`src/rtl/hbp_pkg.sv`:
```
`timescale 1ns/1ps
package hbp_pkg;

  // Clock level on which a stage updates its state
  typedef enum logic {
    PH_HIGH = 1'b0,   // rising-edge stage
    PH_LOW  = 1'b1    // falling-edge stage
  } phase_e;

  // Strobe from control to datapath for one stage
  typedef struct packed {
    logic load;       // stage copies its upstream word on its own edge
  } stageStrobe_t;

  // Neighbouring stages sit on opposite phases; the head is a rising-edge stage
  function automatic phase_e stagePhase(input int idx);
    return (idx % 2 == 0) ? PH_HIGH : PH_LOW;
  endfunction

endpackage

```
`src/rtl/hbp_ctrl.sv`:
```
`timescale 1ns/1ps
module hbp_ctrl
  import hbp_pkg::*;
#(
  parameter int DEPTH = 8
) (
  input  logic                      clk,
  input  logic                      rstN,
  input  logic                      inValid,
  output logic                      inStop,
  output logic                      outValid,
  input  logic                      outStop,
  output stageStrobe_t [DEPTH-1:0]  strobe
);

  // tog[DEPTH] belongs to the consumer side of the tail handshake
  logic [DEPTH:0]   tog;
  logic [DEPTH-1:0] isFull;
  logic [DEPTH-1:0] upNew;
  logic             sinkQ;

  for (genvar i = 0; i < DEPTH; i++) begin : g_stage
    logic togQ;

    // a stage is occupied while its word has not been copied downstream
    assign isFull[i] = tog[i] ^ tog[i+1];

    if (i == 0) begin : g_head
      assign upNew[i] = inValid;
    end else begin : g_body
      assign upNew[i] = tog[i-1] ^ tog[i];
    end

    assign strobe[i].load = upNew[i] & ~isFull[i];

    if (stagePhase(i) == PH_HIGH) begin : g_rise
      always_ff @(posedge clk or negedge rstN) begin
        if (!rstN)                togQ <= 1'b0;
        else if (strobe[i].load)  togQ <= ~togQ;
      end
    end else begin : g_fall
      always_ff @(negedge clk or negedge rstN) begin
        if (!rstN)                togQ <= 1'b0;
        else if (strobe[i].load)  togQ <= ~togQ;
      end
    end

    assign tog[i] = togQ;
  end

  // consumer acknowledgement toggles on each accepted pop
  always_ff @(posedge clk or negedge rstN) begin
    if (!rstN)                     sinkQ <= 1'b0;
    else if (outValid && !outStop) sinkQ <= ~sinkQ;
  end

  assign tog[DEPTH] = sinkQ;
  assign inStop     = isFull[0];
  assign outValid   = isFull[DEPTH-1];

endmodule

```
`src/rtl/hbp_data.sv`:
```
`timescale 1ns/1ps
module hbp_data
  import hbp_pkg::*;
#(
  parameter int DEPTH = 8,
  parameter int WIDTH = 16
) (
  input  logic                      clk,
  input  stageStrobe_t [DEPTH-1:0]  strobe,
  input  logic [WIDTH-1:0]          inData,
  output logic [WIDTH-1:0]          outData
);

  logic [DEPTH-1:0][WIDTH-1:0] word;

  for (genvar i = 0; i < DEPTH; i++) begin : g_stage
    logic [WIDTH-1:0] src;
    logic [WIDTH-1:0] wordQ;

    if (i == 0) begin : g_head
      assign src = inData;
    end else begin : g_body
      assign src = word[i-1];
    end

    // data words carry no reset; occupancy lives entirely in the control toggles
    if (stagePhase(i) == PH_HIGH) begin : g_rise
      always_ff @(posedge clk) begin
        if (strobe[i].load) wordQ <= src;
      end
    end else begin : g_fall
      always_ff @(negedge clk) begin
        if (strobe[i].load) wordQ <= src;
      end
    end

    assign word[i] = wordQ;
  end

  assign outData = word[DEPTH-1];

endmodule

```
`src/rtl/hbp_elastic_chain.sv`:
```
`timescale 1ns/1ps
module hbp_elastic_chain
  import hbp_pkg::*;
#(
  parameter int DEPTH = 8,
  parameter int WIDTH = 16
) (
  input  logic             clk,
  input  logic             rstN,
  input  logic             inValid,
  input  logic [WIDTH-1:0] inData,
  output logic             inStop,
  output logic             outValid,
  output logic [WIDTH-1:0] outData,
  input  logic             outStop
);

  stageStrobe_t [DEPTH-1:0] strobe;

  hbp_ctrl #(.DEPTH(DEPTH)) u_ctrl (
    .clk      (clk),
    .rstN     (rstN),
    .inValid  (inValid),
    .inStop   (inStop),
    .outValid (outValid),
    .outStop  (outStop),
    .strobe   (strobe)
  );

  hbp_data #(.DEPTH(DEPTH), .WIDTH(WIDTH)) u_data (
    .clk     (clk),
    .strobe  (strobe),
    .inData  (inData),
    .outData (outData)
  );

endmodule

```
`config.mk`:
```
export PLATFORM = sky130hd
export DESIGN_NAME = hbp_elastic_chain
export DESIGN_NICKNAME = d
export VERILOG_FILES = /design/src/rtl/hbp_pkg.sv /design/src/rtl/hbp_ctrl.sv /design/src/rtl/hbp_data.sv /design/src/rtl/hbp_elastic_chain.sv
export SDC_FILE = /design/constraint.sdc
export NUM_CORES = 1
export LEC_CHECK = 0
export BUFFER_PORTS_ARGS = -buffer_cell sky130_fd_sc_hd__buf_2
export CORE_AREA = 2 2 93 95
export CTS_CLUSTER_DIAMETER = 40
export DETAILED_ROUTE_END_ITERATION = 8
export DIE_AREA = 0 0 95 97
export HOLD_SLACK_MARGIN = 0.03
export PLACE_DENSITY = 0.84
export SYNTH_ARGS = -nofsm -noshare
export SYNTH_HDL_FRONTEND = slang
export SYNTH_SLANG_ARGS = --single-unit
```
`constraint.sdc`:
```
create_clock -name clk -period 3.8 [get_ports clk]
set_input_delay 0.38 -clock clk [delete_from_list [all_inputs] [get_ports clk]]
set_output_delay 0.38 -clock clk [all_outputs]
set_load 0.005 [all_outputs]
```
# Word-level counts from Yosys, hierarchy flattened
# Index checks and enable logic that the tools add are counted.
# totals
register_bits,137
in_bits,20
output_inout_bits,18
wordCells,52
# classes
bitwise,33
reduce_logical,2
# op_table
cell,count
$not 1->1,17
$and 1x1->1,8
$xor 1x1->1,8
$logic_and 1x1->1,1
$logic_not 1->1,1

# Longest topological paths before layout
# depth
ltp_word,3
mapped_depth,3
ltp_nobuf,2

# Cells and area by module
# From an unflattened synthesis, not the netlist that was laid out.
# unflattened
hier_cells,186
hier_area_um2,4359.2
# by_module_without_submodules
module,n_inst,cells_per_inst,area_each_um2,seq_area_each_um2
hbp_data,1,129,3847.4,3843.7
hbp_ctrl,1,57,511.7,225.2

==> Implementation_results.wiki <==
{| class="wikitable"
! Metric !! Value
|-
| Worst reg2reg startpoint || u_ctrl.g_stage[4].togQ
|-
| Hold Fails Final Rpt || 0
|-
| Commonest cells after routing, fill and taps aside || sky130_fd_sc_hd__edfxtp_1 (128), sky130_fd_sc_hd__inv_1 (67), sky130_fd_sc_hd__buf_2 (37)
|-
| Unrepaired setup endpoints after global routing || no
|-
| Clock tree from TritonCTS || built
|-
| Total number of placement rows || 33
|-
| Crit-path max FO || 8
|-
| Buffer and inverter count on the worst path || 1
|-
| Detailed-routing iteration count for the pre-antenna-repair pass || 4
|-
| Synthesized area || 4374 µm²
|-
| Core region area || 8134 µm²
|-
| Portion of the post-synthesis area used by sequential elements || 93.02%
|-
| Clock slew at reported path FFs || 0.06 ns
|-
| Final Power || 0.005044 W
|-
| CP required || 3.42 ns
|-
| Path type of the worst min-delay path || in2reg
|-
| DRC viols || 0
|-
| Count of distinct cell types in the synthesized netlist || 17
|-
| Highest ir drop seen on vdd || 0.4703 mV
|-
| Relative slew slack || 79.86%
|-
| Placed cell count || 331
|-
| CTS hold repair buffers || 17
|-
| Max-slew violation count || 0
|-
| Kind of cell with the highest combined delay on the critical path || flip-flops
|-
| Number of buffers between clock root and the deepest sink || 2
|-
| Critical path start-end classification || reg2out
|-
| Crit path launch || u_ctrl.g_stage[1].togQ
|-
| Global route total overflow || 0
|-
| Mux share of post-synthesis cell area || 0%
|-
| Number of diodes || 0
|-
| Synthesized-area fraction occupied by and/or/nand/nor cells || 2.374%
|-
| H-tree Lvls || 4
|-
| CP max stage cell || sky130_fd_sc_hd__dfrtn_1
|-
| Crit path cell chain || xor2_1 > buf_2
|-
| Maximum Capacitance Violations || 0
|-
| Layout Cell Area excl Fill || 5668 µm²
|-
| Initial Util || 53.78%
|-
| Clock insertion delay at the later pin of the skew report || 0.52 ns
|-
| Via count of the routed design || 1,982
|-
| Via density || 4.474
|-
| Crit path launch type || register
|-
| Combined global-route utilization of all metal layers || 13.84%
|-
| Worst min-delay path startpoint || outStop
|-
| Last weighted congestion value of the routability-driven placer || 0.6698
|-
| Number of port buffers || 37
|-
| Register-to-Register Setup Slack || 0.45 ns
|-
| Post-synthesis instance total || 187
|-
| Number of warning messages in the yosys log || 0
|-
| Final setup vio count || 0
|-
| Nets in the synthesized netlist || 207
|-
| Worst Max-Slew Pin Slew || 0.3021 ns
|-
| Antenna viol nets, final || 0
|-
| Total CTS buffers || 17
|-
| Post-cts repair resize count || 0
|-
| Run status || completed
|-
| Number of DRC markers in iteration 0 || 88
|-
| Power density over the cells || 890.0 nW/µm²
|-
| Most common library cell in the layout ignoring fill and taps || sky130_fd_sc_hd__edfxtp_1
|-
| Share of cells above drive strength 1 || 24.85%
|-
| Wire length of the first global-routing pass || 8983 µm
|-
| Flops & latches, synth || 137
|-
| Wire length reported by the detailed router || 5401 µm
|-
| Total negative slack for setup checks || 0 ns
|-
| Post-synthesis average cell area || 23.39 µm²
|-
| Delay of the slowest cell on the worst path || 0.55 ns
|-
| Leakage || 2.282 nW
|-
| Crit. End Element || output port
|-
| Complex-gate fraction of the synthesized area || 1.402%
|-
| Floorplan die height || 97 µm
|-
| Via count of the first global-routing pass || 2,058
|-
| Initial antenna violation count || 0
|-
| Parity-gate share of the synthesized area counting xor and xnor cells || 0.4005%
|-
| Placed Instance Area || 4711 µm²
|-
| Clk sink count || 137
|-
| Maximum number of pins on one net before global-route repair || 17
|-
| Width of the chip || 95 µm
|-
| Non-filler instance count after layout || 443
|-
| Routed length per instance || 12.19 µm
|-
| Clock root cell || sky130_fd_sc_hd__clkbuf_8
|-
| Num ports || 38
|-
| Die area || 9215 µm²
|-
| Dominant combinational cell family by area after synthesis || simple AND/OR/NAND/NOR gates
|-
| Area growth from synthesis to layout || 29.58%
|-
| Setup bufs post-CTS || 0
|-
| Adder-Cell Fraction of Synth Area || 1.287%
|-
| Worst clock skew || 0.07323 ns
|-
| Nets || 345
|-
| Arrival @ worst endpoint || 3.26 ns
|-
| Detailed placer's ending HPWL || 2853 µm
|}
## cell families (layout without fill, tap and decap cells)
family,Yosys count,count (layout)
buffers and inverters,13,164
and+or+nand+nor,19,19
DFF,137,137
xor gates and xnor gates,2,2
AOI/OAI and AO/OA,11,11
adders and majority gates,5,5
## through the flow
step	worst slack, ns	hold slack (ns)	utilization, %
after floorplan	0.07901	0.08441	-
after global placement	0.6088	0.2367	57.91
after detailed placement	0.5087	0.2396	57.91
after CTS	0.1414	0.05192	69.68
after global routing	0.06808	0.05261	69.68
final	0.1620	0.08151	69.68
## state kept, by name, indices dropped and copies added, names as in the netlist
signal and flops:
u_data.g_stage.wordQ 112, u_data.outData 16, u_ctrl.sinkQ 1, u_ctrl.g_stage.togQ 8
## Yosys cell counts
library cell	instances	share of area [%]
sky130_fd_sc_hd__xor2_1	2	0.40
sky130_fd_sc_hd__inv_1	4	0.34
sky130_fd_sc_hd__dfrtp_1	5	2.9
sky130_fd_sc_hd__o21ai_1	3	0.34
sky130_fd_sc_hd__dfrtn_1	4	2.3
sky130_fd_sc_hd__nor2b_1	2	0.29
sky130_fd_sc_hd__nand2b_1	8	1.1
sky130_fd_sc_hd__nand3b_1	2	0.34
sky130_fd_sc_hd__nor2_1	1	0.086
sky130_fd_sc_hd__buf_2	2	0.23
sky130_fd_sc_hd__o21ai_0	3	0.34
sky130_fd_sc_hd__o22ai_1	5	0.72
sky130_fd_sc_hd__edfxtp_1	128	88
sky130_fd_sc_hd__maj3_2	5	1.3
sky130_fd_sc_hd__nand2_1	6	0.51
sky130_fd_sc_hd__inv_2	3	0.26
sky130_fd_sc_hd__buf_4	4	0.69
## layer usage
| layer | vias up | part of all wire [%] | GRT usage, % |
|---|---|---|---|
| li1 | 994 | - | - |
| met1 | 929 | 37 | 12.89 |
| met2 | 55 | 56 | 23.73 |
| met3 | 4 | 6.0 | 7.632 |
| met4 | 0 | 1.0 | 7.023 |
| met5 | - | 0 | 0 |
## layout make-up
| class | instances | area (µm²) |
|---|---|---|
| clock buffer | 21 | 470.5 |
| clock inverter | 75 | 320.3 |
| fill | 503 | 2466 |
| inverter | 6 | 22.52 |
| multi-input combinational | 37 | 239.0 |
| sequential | 137 | 4069 |
| tap | 105 | 131.4 |
| timing repair buffer | 62 | 415.4 |
## power breakdown
part	internal (W)	switching, W	leakage (nW)
sequential	0.00254	0.000209	1.32
combinational	0.000211	0.000354	0.355
clock	0.000967	0.000762	0.607
total	0.00372	0.00132	2.28
## worst paths after layout
| check | to | depth (start not counted) |
|---|---|---|
| worst max-delay path | inStop | 2 |
| worst min-delay path | u_ctrl.sinkQ | 2 |
| worst max register to register | u_data.g_stage[3].wordQ[3] | 3 |
| worst min register to register | u_ctrl.g_stage[0].togQ | 2 |
| max in group asynchronous | u_ctrl.g_stage[1].togQ | 2 |
| min in group asynchronous | u_ctrl.g_stage[6].togQ | 2 |
No activity file was read; power rests on OpenSTA's default activity.
